`src/rtl/irqc_pkg.sv`:
```
// Shared definitions for the level interrupt combiner.
// Assumes a single clock domain for the register port.
package irqc_pkg;

    // Register select encoding on the host port
    typedef enum logic {
        SEL_ENABLE  = 1'b0,
        SEL_PENDING = 1'b1
    } reg_sel_e;

    localparam int unsigned DEF_NUM_SRC     = 16;
    localparam int unsigned DEF_SYNC_STAGES = 2;

endpackage

```
`src/rtl/irqc_sync.sv`:
```
// Multi-stage flop synchronizer for a vector of asynchronous level inputs.
// Assumes the inputs are slow levels, so bits need no mutual coherence.
module irqc_sync #(
    parameter int unsigned WIDTH  = 16,
    parameter int unsigned STAGES = 2
) (
    input  logic             clk_i,
    input  logic             rst_ni,
    input  logic [WIDTH-1:0] async_i,
    output logic [WIDTH-1:0] sync_o
);

    logic [WIDTH-1:0] chain_q [STAGES];

    genvar g;
    for (g = 0; g < STAGES; g++) begin : g_stage
        if (g == 0) begin : g_first
            // First stage captures the raw asynchronous levels
            always_ff @(posedge clk_i) begin
                if (!rst_ni) chain_q[g] <= '0;
                else         chain_q[g] <= async_i;
            end
        end else begin : g_rest
            // Later stages shift the value onward to settle metastability
            always_ff @(posedge clk_i) begin
                if (!rst_ni) chain_q[g] <= '0;
                else         chain_q[g] <= chain_q[g-1];
            end
        end
    end

    assign sync_o = chain_q[STAGES-1];

endmodule

```
`src/rtl/irqc_pending.sv`:
```
// Sticky pending register: bits are set by synchronized sources and cleared
// by a host write of zero. A set in the same cycle as a clear wins.
// Assumes set_i is already synchronous to clk_i.
module irqc_pending #(
    parameter int unsigned WIDTH = 16
) (
    input  logic             clk_i,
    input  logic             rst_ni,
    input  logic [WIDTH-1:0] set_i,
    input  logic             wr_en_i,
    input  logic [WIDTH-1:0] wr_data_i,
    output logic [WIDTH-1:0] pend_o
);

    logic [WIDTH-1:0] pend_q;
    logic [WIDTH-1:0] keep_mask;
    logic [WIDTH-1:0] pend_d;

    // Bits written with zero are dropped; all others are kept
    always_comb begin
        keep_mask = wr_en_i ? wr_data_i : {WIDTH{1'b1}};
        pend_d    = (pend_q & keep_mask) | set_i;
    end

    // Hold the pending state across cycles
    always_ff @(posedge clk_i) begin
        if (!rst_ni) pend_q <= '0;
        else         pend_q <= pend_d;
    end

    assign pend_o = pend_q;

endmodule

```
`src/rtl/irqc_regport.sv`:
```
// Host register port: decodes writes, holds the enable register and returns
// registered read data one clock after the select is presented.
// Assumes a write and a read may share a cycle; the read shows the old value.
module irqc_regport #(
    parameter int unsigned WIDTH = 16
) (
    input  logic             clk_i,
    input  logic             rst_ni,
    input  logic             reg_sel_i,
    input  logic             wr_en_i,
    input  logic [WIDTH-1:0] wr_data_i,
    input  logic [WIDTH-1:0] pend_i,
    output logic [WIDTH-1:0] enable_o,
    output logic             pend_wr_o,
    output logic [WIDTH-1:0] rd_data_o
);
    import irqc_pkg::*;

    reg_sel_e         sel;
    logic [WIDTH-1:0] enable_q;
    logic [WIDTH-1:0] rd_q;
    logic [WIDTH-1:0] rd_mux;

    assign sel = reg_sel_e'(reg_sel_i);

    // Decode the write strobe toward the pending register
    always_comb begin
        pend_wr_o = wr_en_i && (sel == SEL_PENDING);
    end

    // Pick the register to read
    always_comb begin
        case (sel)
            SEL_ENABLE:  rd_mux = enable_q;
            SEL_PENDING: rd_mux = pend_i;
            default:     rd_mux = '0;
        endcase
    end

    // Enable register loads on a write to its select
    always_ff @(posedge clk_i) begin
        if (!rst_ni)                            enable_q <= '0;
        else if (wr_en_i && sel == SEL_ENABLE)  enable_q <= wr_data_i;
    end

    // Read data register gives one cycle of read latency
    always_ff @(posedge clk_i) begin
        if (!rst_ni) rd_q <= '0;
        else         rd_q <= rd_mux;
    end

    assign enable_o  = enable_q;
    assign rd_data_o = rd_q;

endmodule

```
`src/rtl/irq_combiner.sv`:
```
// Level interrupt combiner top: synchronizes the sources, latches them into
// the pending register, masks with the enable register and drives one
// registered active-low interrupt line.
// Assumes src_i levels are held until the host services the device.
module irq_combiner #(
    parameter int unsigned NUM_SRC     = irqc_pkg::DEF_NUM_SRC,
    parameter int unsigned SYNC_STAGES = irqc_pkg::DEF_SYNC_STAGES
) (
    input  logic               clk_i,
    input  logic               rst_ni,
    input  logic [NUM_SRC-1:0] src_i,
    input  logic               reg_sel_i,
    input  logic               wr_en_i,
    input  logic [NUM_SRC-1:0] wr_data_i,
    output logic [NUM_SRC-1:0] rd_data_o,
    output logic               irq_n_o
);

    logic [NUM_SRC-1:0] sync_src;
    logic [NUM_SRC-1:0] status_q;
    logic [NUM_SRC-1:0] mask_q;
    logic               pend_wr;
    logic               any_live;
    logic               irq_n_q;

    irqc_sync #(.WIDTH(NUM_SRC), .STAGES(SYNC_STAGES)) sync_i (
        .clk_i   (clk_i),
        .rst_ni  (rst_ni),
        .async_i (src_i),
        .sync_o  (sync_src)
    );

    irqc_pending #(.WIDTH(NUM_SRC)) pend_i (
        .clk_i     (clk_i),
        .rst_ni    (rst_ni),
        .set_i     (sync_src),
        .wr_en_i   (pend_wr),
        .wr_data_i (wr_data_i),
        .pend_o    (status_q)
    );

    irqc_regport #(.WIDTH(NUM_SRC)) port_i (
        .clk_i     (clk_i),
        .rst_ni    (rst_ni),
        .reg_sel_i (reg_sel_i),
        .wr_en_i   (wr_en_i),
        .wr_data_i (wr_data_i),
        .pend_i    (status_q),
        .enable_o  (mask_q),
        .pend_wr_o (pend_wr),
        .rd_data_o (rd_data_o)
    );

    // Any enabled pending source
    always_comb begin
        any_live = |(status_q & mask_q);
    end

    // Register the line so it never glitches
    always_ff @(posedge clk_i) begin
        if (!rst_ni) irq_n_q <= 1'b1;
        else         irq_n_q <= ~any_live;
    end

    assign irq_n_o = irq_n_q;

endmodule

```
`config.mk`:
```
export PLATFORM = sky130hd
export DESIGN_NAME = irq_combiner
export DESIGN_NICKNAME = d
export VERILOG_FILES = /design/src/rtl/irqc_pkg.sv /design/src/rtl/irqc_sync.sv /design/src/rtl/irqc_pending.sv /design/src/rtl/irqc_regport.sv /design/src/rtl/irq_combiner.sv
export SDC_FILE = /design/constraint.sdc
export NUM_CORES = 1
export LEC_CHECK = 0
export ABC_CLOCK_PERIOD_IN_PS = 2400
export CAP_MARGIN = 20
export CORE_ASPECT_RATIO = 0.6
export CORE_MARGIN = 3
export CORE_UTILIZATION = 55
export CTS_CLUSTER_SIZE = 16
export DETAILED_ROUTE_END_ITERATION = 12
export MAX_ROUTING_LAYER = met4
export PLACE_DENSITY = 0.84
export RECOVER_POWER = 100
export SLEW_MARGIN = 20
export SYNTH_ARGS = -nofsm -noshare
export SYNTH_HDL_FRONTEND = slang
export SYNTH_SLANG_ARGS = --single-unit
```
`constraint.sdc`:
```
create_clock -name clk_i -period 2.4 [get_ports clk_i]
set_clock_uncertainty 0.1 [all_clocks]
set_input_delay 0.36 -clock clk_i [delete_from_list [all_inputs] [get_ports clk_i]]
set_output_delay 0.36 -clock clk_i [all_outputs]
set_load 0.005 [all_outputs]
```
After elaboration in Yosys (flattened, before gate mapping)
Memories as Yosys holds them, arrays and structs flattened.
Index checks and enable logic that the tools add are counted.
{ "totals": {"reg_bits": 49, "latch_bits": 0, "ram_bits": 32, "rom_bits": 0, "in_bits": 36, "elab_cells": 21, "mem_count": 1} }
{ "mem_list": {"columns": ["memory", "words", "width", "read_ports", "rd_clocked_by_memory_dff", "write_ports", "line", "source"], "rows": [
  ["sync_i.chain_q", 2, 16, 2, 0, 2, "irqc_sync.sv:13", "logic [WIDTH-1:0] chain_q [STAGES];"]
]} }
{ "op_classes": {"n_addsub": 0, "mul": 0, "div_mod_pow": 0, "magnitude_cmp": 0, "eq_ne": 0, "n_shift": 0, "n_mux": 6, "bitwise": 7, "reduce_logical": 3} }
{ "ops": {"columns": ["operator", "n"], "rows": [
  ["$mux W16", 3],
  ["$and A16 B16 Y16", 2],
  ["$pmux W16 S2", 1],
  ["$or A16 B16 Y16", 1],
  ["$reduce_or A16 Y1", 1],
  ["$logic_and A1 B1 Y1", 2],
  ["$mux W1", 2],
  ["$not A1 Y1", 2],
  ["$or A1 B1 Y1", 2]
]} }

Depth between registers and ports, before layout
{ "depth": {"word_depth": 4, "depth_mapped": 6} }

Modules after synthesis
Synthesis repeated with hierarchy kept, for this count alone.
{ "hier_totals": {"cells_unflattened": 268, "area_unflattened_um2": 2950.3} }
{ "by_module_without_submodules": {"columns": ["mod", "n_inst", "cells_each", "area_each_um2", "seq_area_each_um2"], "rows": [
  ["irqc_regport", 1, 123, 1268.7, 640.6],
  ["irqc_sync", 1, 67, 895.9, 640.6],
  ["irqc_pending", 1, 66, 673.1, 320.3],
  ["irq_combiner", 1, 12, 112.6, 20.0]
]} }

Worst setup path after synthesis
Ideal clock, no wire load.
{ "synth_path": {"path_type": "input to register", "from": "in reg_sel_i", "to": "reg port_i.enable_q[5] (netlist: port_i.enable_o[5])", "arrival_ps": 1012, "slack_ps": 1170, "cell_stages": 6, "cell_sequence": "buf_6 -> nand2b_1 -> buf_4 -> buf_6 -> nand2_1 -> a21boi_2"} }
{ "synth_between": {"elab_chain_len": 2} }
{ "synth_lines": {"columns": ["element", "line", "source"], "rows": [
  ["start, declared", "irq_combiner.sv:12", "input logic reg_sel_i,"],
  ["$not A1 Y1", "irqc_regport.sv:43", "else if (wr_en_i && sel == SEL_ENABLE) enable_q <= wr_data_i;"],
  ["$logic_and A1 B1 Y1", "irqc_regport.sv:43", null],
  ["end signal, assigned", "irqc_regport.sv:43", null],
  ["end, declared", "irqc_regport.sv:20", "logic [WIDTH-1:0] enable_q;"]
]} }
Every way passes these cells.
A chain may end at the register's enable or synchronous reset.

Worst setup path after layout
{ "layout_path": {"from": "reg port_i.rd_q[14] (netlist: port_i.rd_data_o[14])", "to": "out rd_data_o[14]"} }
{ "layout_lines": {"columns": ["element", "line", "source"], "rows": [
  ["start, declared", "irqc_regport.sv:21", "logic [WIDTH-1:0] rd_q;"],
  ["start signal, assigned", "irqc_regport.sv:49", "else rd_q <= rd_mux;"],
  ["end, declared", "irq_combiner.sv:15", "output logic [NUM_SRC-1:0] rd_data_o,"]
]} }
No word-level cell between the ends.

==> results.py <==
metrics = {
    "status": {
        "run_status": "finished clean",
    },
    "die": {
        "core-area_um2": 4730,
        "die-area_um2": 6020,
        "die_x_um": 98.2,
        "die_h_um": 61.3,
        "start_util": 0.593,
        "ioPinCount": 53,
        "num_rows": 19,
    },
    "sta": {
        "drv_slew": 0,
        "slew_headroom": 0.0388,
        "fmax_mhz": 558,
        "rsz0062_at_grt": "no",
        "fin_ws_ns": 0.607,
        "fin_crit_sh": 0.747,
        "hold_viol": 0,
        "period_needed_ns": 1.79,
        "worst_pin_slew_ns": 1.44,
        "setup_viol": 0,
        "setup-tns-final_ns": 0,
    },
    "layout": {
        "nets": 341,
        "antenna_cells": 0,
        "area_growth_pct": 24.2,
        "n_fill_cell": 366,
        "fin_util": 0.737,
        "drive_gt1_frac": 0.0677,
        "layout_commonest_cell": "dfxtp_1",
        "layout_common_cells": "dfxtp_1, clkdlybuf4s50_1, o21a_1, nand2_1, and2_1",
        "fin_area_um2": 3480,
        "stdcell_count": 373,
    },
    "clocking": {
        "hold_buffers": 0,
        "cts_tree": "built",
        "cts_resized": 0,
        "htreeDepth": 3,
        "cts-root-buf": "clkbuf_8",
        "clkLatencyLatePin_ns": 0.35,
        "clk_path_buf_depth": 2,
        "post_cts_buffers": 0,
        "cts.sink_count": 81,
        "path_clk_slew_ns": 0.08,
        "cts-buffers-inserted": 9,
    },
    "place": {
        "dp.cells": 357,
        "dp_hpwl_um": 3620,
        "port_buffers": 52,
        "preCtsSetupSlack_ns": 0.448,
        "place_area_um2": 3320,
        "gp_congestion": 0.814,
    },
    "setup_path": {
        "worst_ep_arrival_time_ns": 1.33,
        "start_kind": "flop",
        "r2r_cells": 4,
        "critPathSlowestCell": "dlygate4sd3_1",
        "crit_family": "buffers and inverters",
        "critical_path.max_stage_delay_ns": 0.59,
        "cp_data_required_time_ns": 1.94,
        "r2r_end": "irq_n_o$_SDFF_PN1_",
        "r2r_start": "pend_i.pend_o[0]$_SDFF_PN0_",
        "path_max_fanout": 1,
        "path_class": "reg2out",
        "crit_cells": 1,
        "endpoint_kind": "output port",
        "crit_buf_inv": 1,
        "crit_chain": "dlygate4sd3_1",
        "r2r_setup_slack_ns": 1.14,
    },
    "power": {
        "internal_power_w": 0.00201,
        "p_sw_w": 0.000595,
        "seqPwrFrac": 0.551,
        "pwr-share-clk": 0.373,
        "power_frac_comb": 0.076,
        "p_per_area_nw_per_um2": 748,
        "p_sw_frac": 0.228,
        "leakage_nw": 1.39,
        "vdd.ir_drop.worst_mv": 0.554,
    },
    "route": {
        "drc": 0,
        "wl_met1_um": 2450,
        "num_vias": 1782,
        "first_pass_iters": 5,
        "via_per_inst": 4.78,
        "antenna_left": 0,
        "top_layer": "met4",
        "wirelength_um": 4990,
        "wl_met3_um": 455,
        "wl_met2_um": 2030,
        "wl_per_cell_um": 13.4,
        "drt_iter0_drc": 107,
    },
    "synth": {
        "synth_edf_count": 0,
        "synth_cell_types": 21,
        "synthArstFlopShare": 0,
        "synthFlopType": "dfxtp_1",
        "synth_cells": 255,
        "syn_area_um2": 2810,
        "syn_nets": 291,
        "synth.avg_cell_area_um2": 11.0,
        "yosys_warnings": 0,
        "ys_ff_latch": 81,
        "seq_area_frac_synth": 0.578,
    },
    "grt": {
        "antenna_found_initial": 0,
        "grt-ovfl-total": 0,
        "grt_pass1_vias": 1658,
        "grt_max_degree": 50,
        "grt_pass1_wl_um": 8030,
        "track_usage": 0.191,
    },
    "worst_hold_path": {
        "whs_path_depth": 1,
        "hp-start": "sync_i.chain_q[0][2]$_SDFF_PN0_",
        "worstHoldEndpoint": "sync_i.chain_q[1][2]$_SDFF_PN0_",
        "hold_class": "reg2reg",
    },
    "run": {
        "cap_violations": 0,
    },
}
[stage by stage]
step	power, W	hold WS, ns
after floorplan	0.00158	0.312
after global placement	0.00167	0.319
after detailed placement	0.00168	0.317
after CTS	0.00264	0.337
after global routing	0.00273	0.351
final	0.00261	0.335
[synth_stat cells (3+ instances only)]
master	number	area, um2
and2_1	32	200
o21a_1	32	240
a21boi_0	6	45.0
buf_4	3	22.5
a22oi_1	4	30.0
mux2i_1	16	160
buf_6	3	33.8
a21boi_2	10	113
dfxtp_1	81	1620
nand2_1	32	120
clkbuf_1	8	30.0
nor2b_1	16	100
[worst max-delay path by stage]
stage | startpoint | to
2_1_floorplan | reg_sel_i | port_i.enable_o[5]$_SDFFE_PN0P_
3_3_place_gp | reg_sel_i | port_i.enable_o[10]$_SDFFE_PN0P_
3_5_place_dp | reg_sel_i | port_i.enable_o[4]$_SDFFE_PN0P_
4_1_cts | port_i.rd_data_o[14]$_SDFF_PN0_ | rd_data_o[14]
5_1_grt | rst_ni | port_i.rd_data_o[7]$_SDFF_PN0_
6_report | port_i.rd_data_o[14]$_SDFF_PN0_ | rd_data_o[14]
[state kept, by name (all words and copies together) (netlist names)]
name,flops
port_i.enable_o,16
pend_i.pend_o,16
irq_n_o,1
sync_i.chain_q,32
port_i.rd_data_o,16
[cell families after synthesis]
logic type	count (synthesis)	share of synthesized area
AOI/OAI and AO/OA	57	0.167
DFF	81	0.578
and+or+nand+nor	85	0.163
buffers and inverters	16	0.0352
muxes	16	0.0571
[per-layer routing]
layer  track usage  up-vias
li1              -      945
met1         0.249      770
met2         0.256       61
met3        0.0928        6
met4        0.0681        0
met5             -        -
[power by group through the flow]
stage          clock network (W)  registers, W  logic [W]
2_1_floorplan                  0       0.00146   0.000119
3_3_place_gp                   0       0.00147   0.000206
3_5_place_dp                   0       0.00147   0.000210
4_1_cts                 0.000997       0.00144   0.000211
5_1_grt                  0.00107       0.00144   0.000218
6_report                0.000971       0.00144   0.000199
[layout make-up]
class                   instances  area (um2)  share of cell area
multi-input cells             158        1050               0.301
repair buffers                 55         537               0.154
clock inverters                 7        76.3              0.0219
flip-flops and latches         81        1620               0.465
clock buffers                   9         124              0.0355
well taps                      63        78.8              0.0226
[worst reg2reg max path, delay by kind of cell (launching register included)]
kind / cells / cell delay [ns]
and+or+nand+nor: 1 / 0.11
DFF: 1 / 0.35
AOI/OAI and AO/OA: 3 / 0.64
Note: power is estimated with default switching activity, not from simulation.
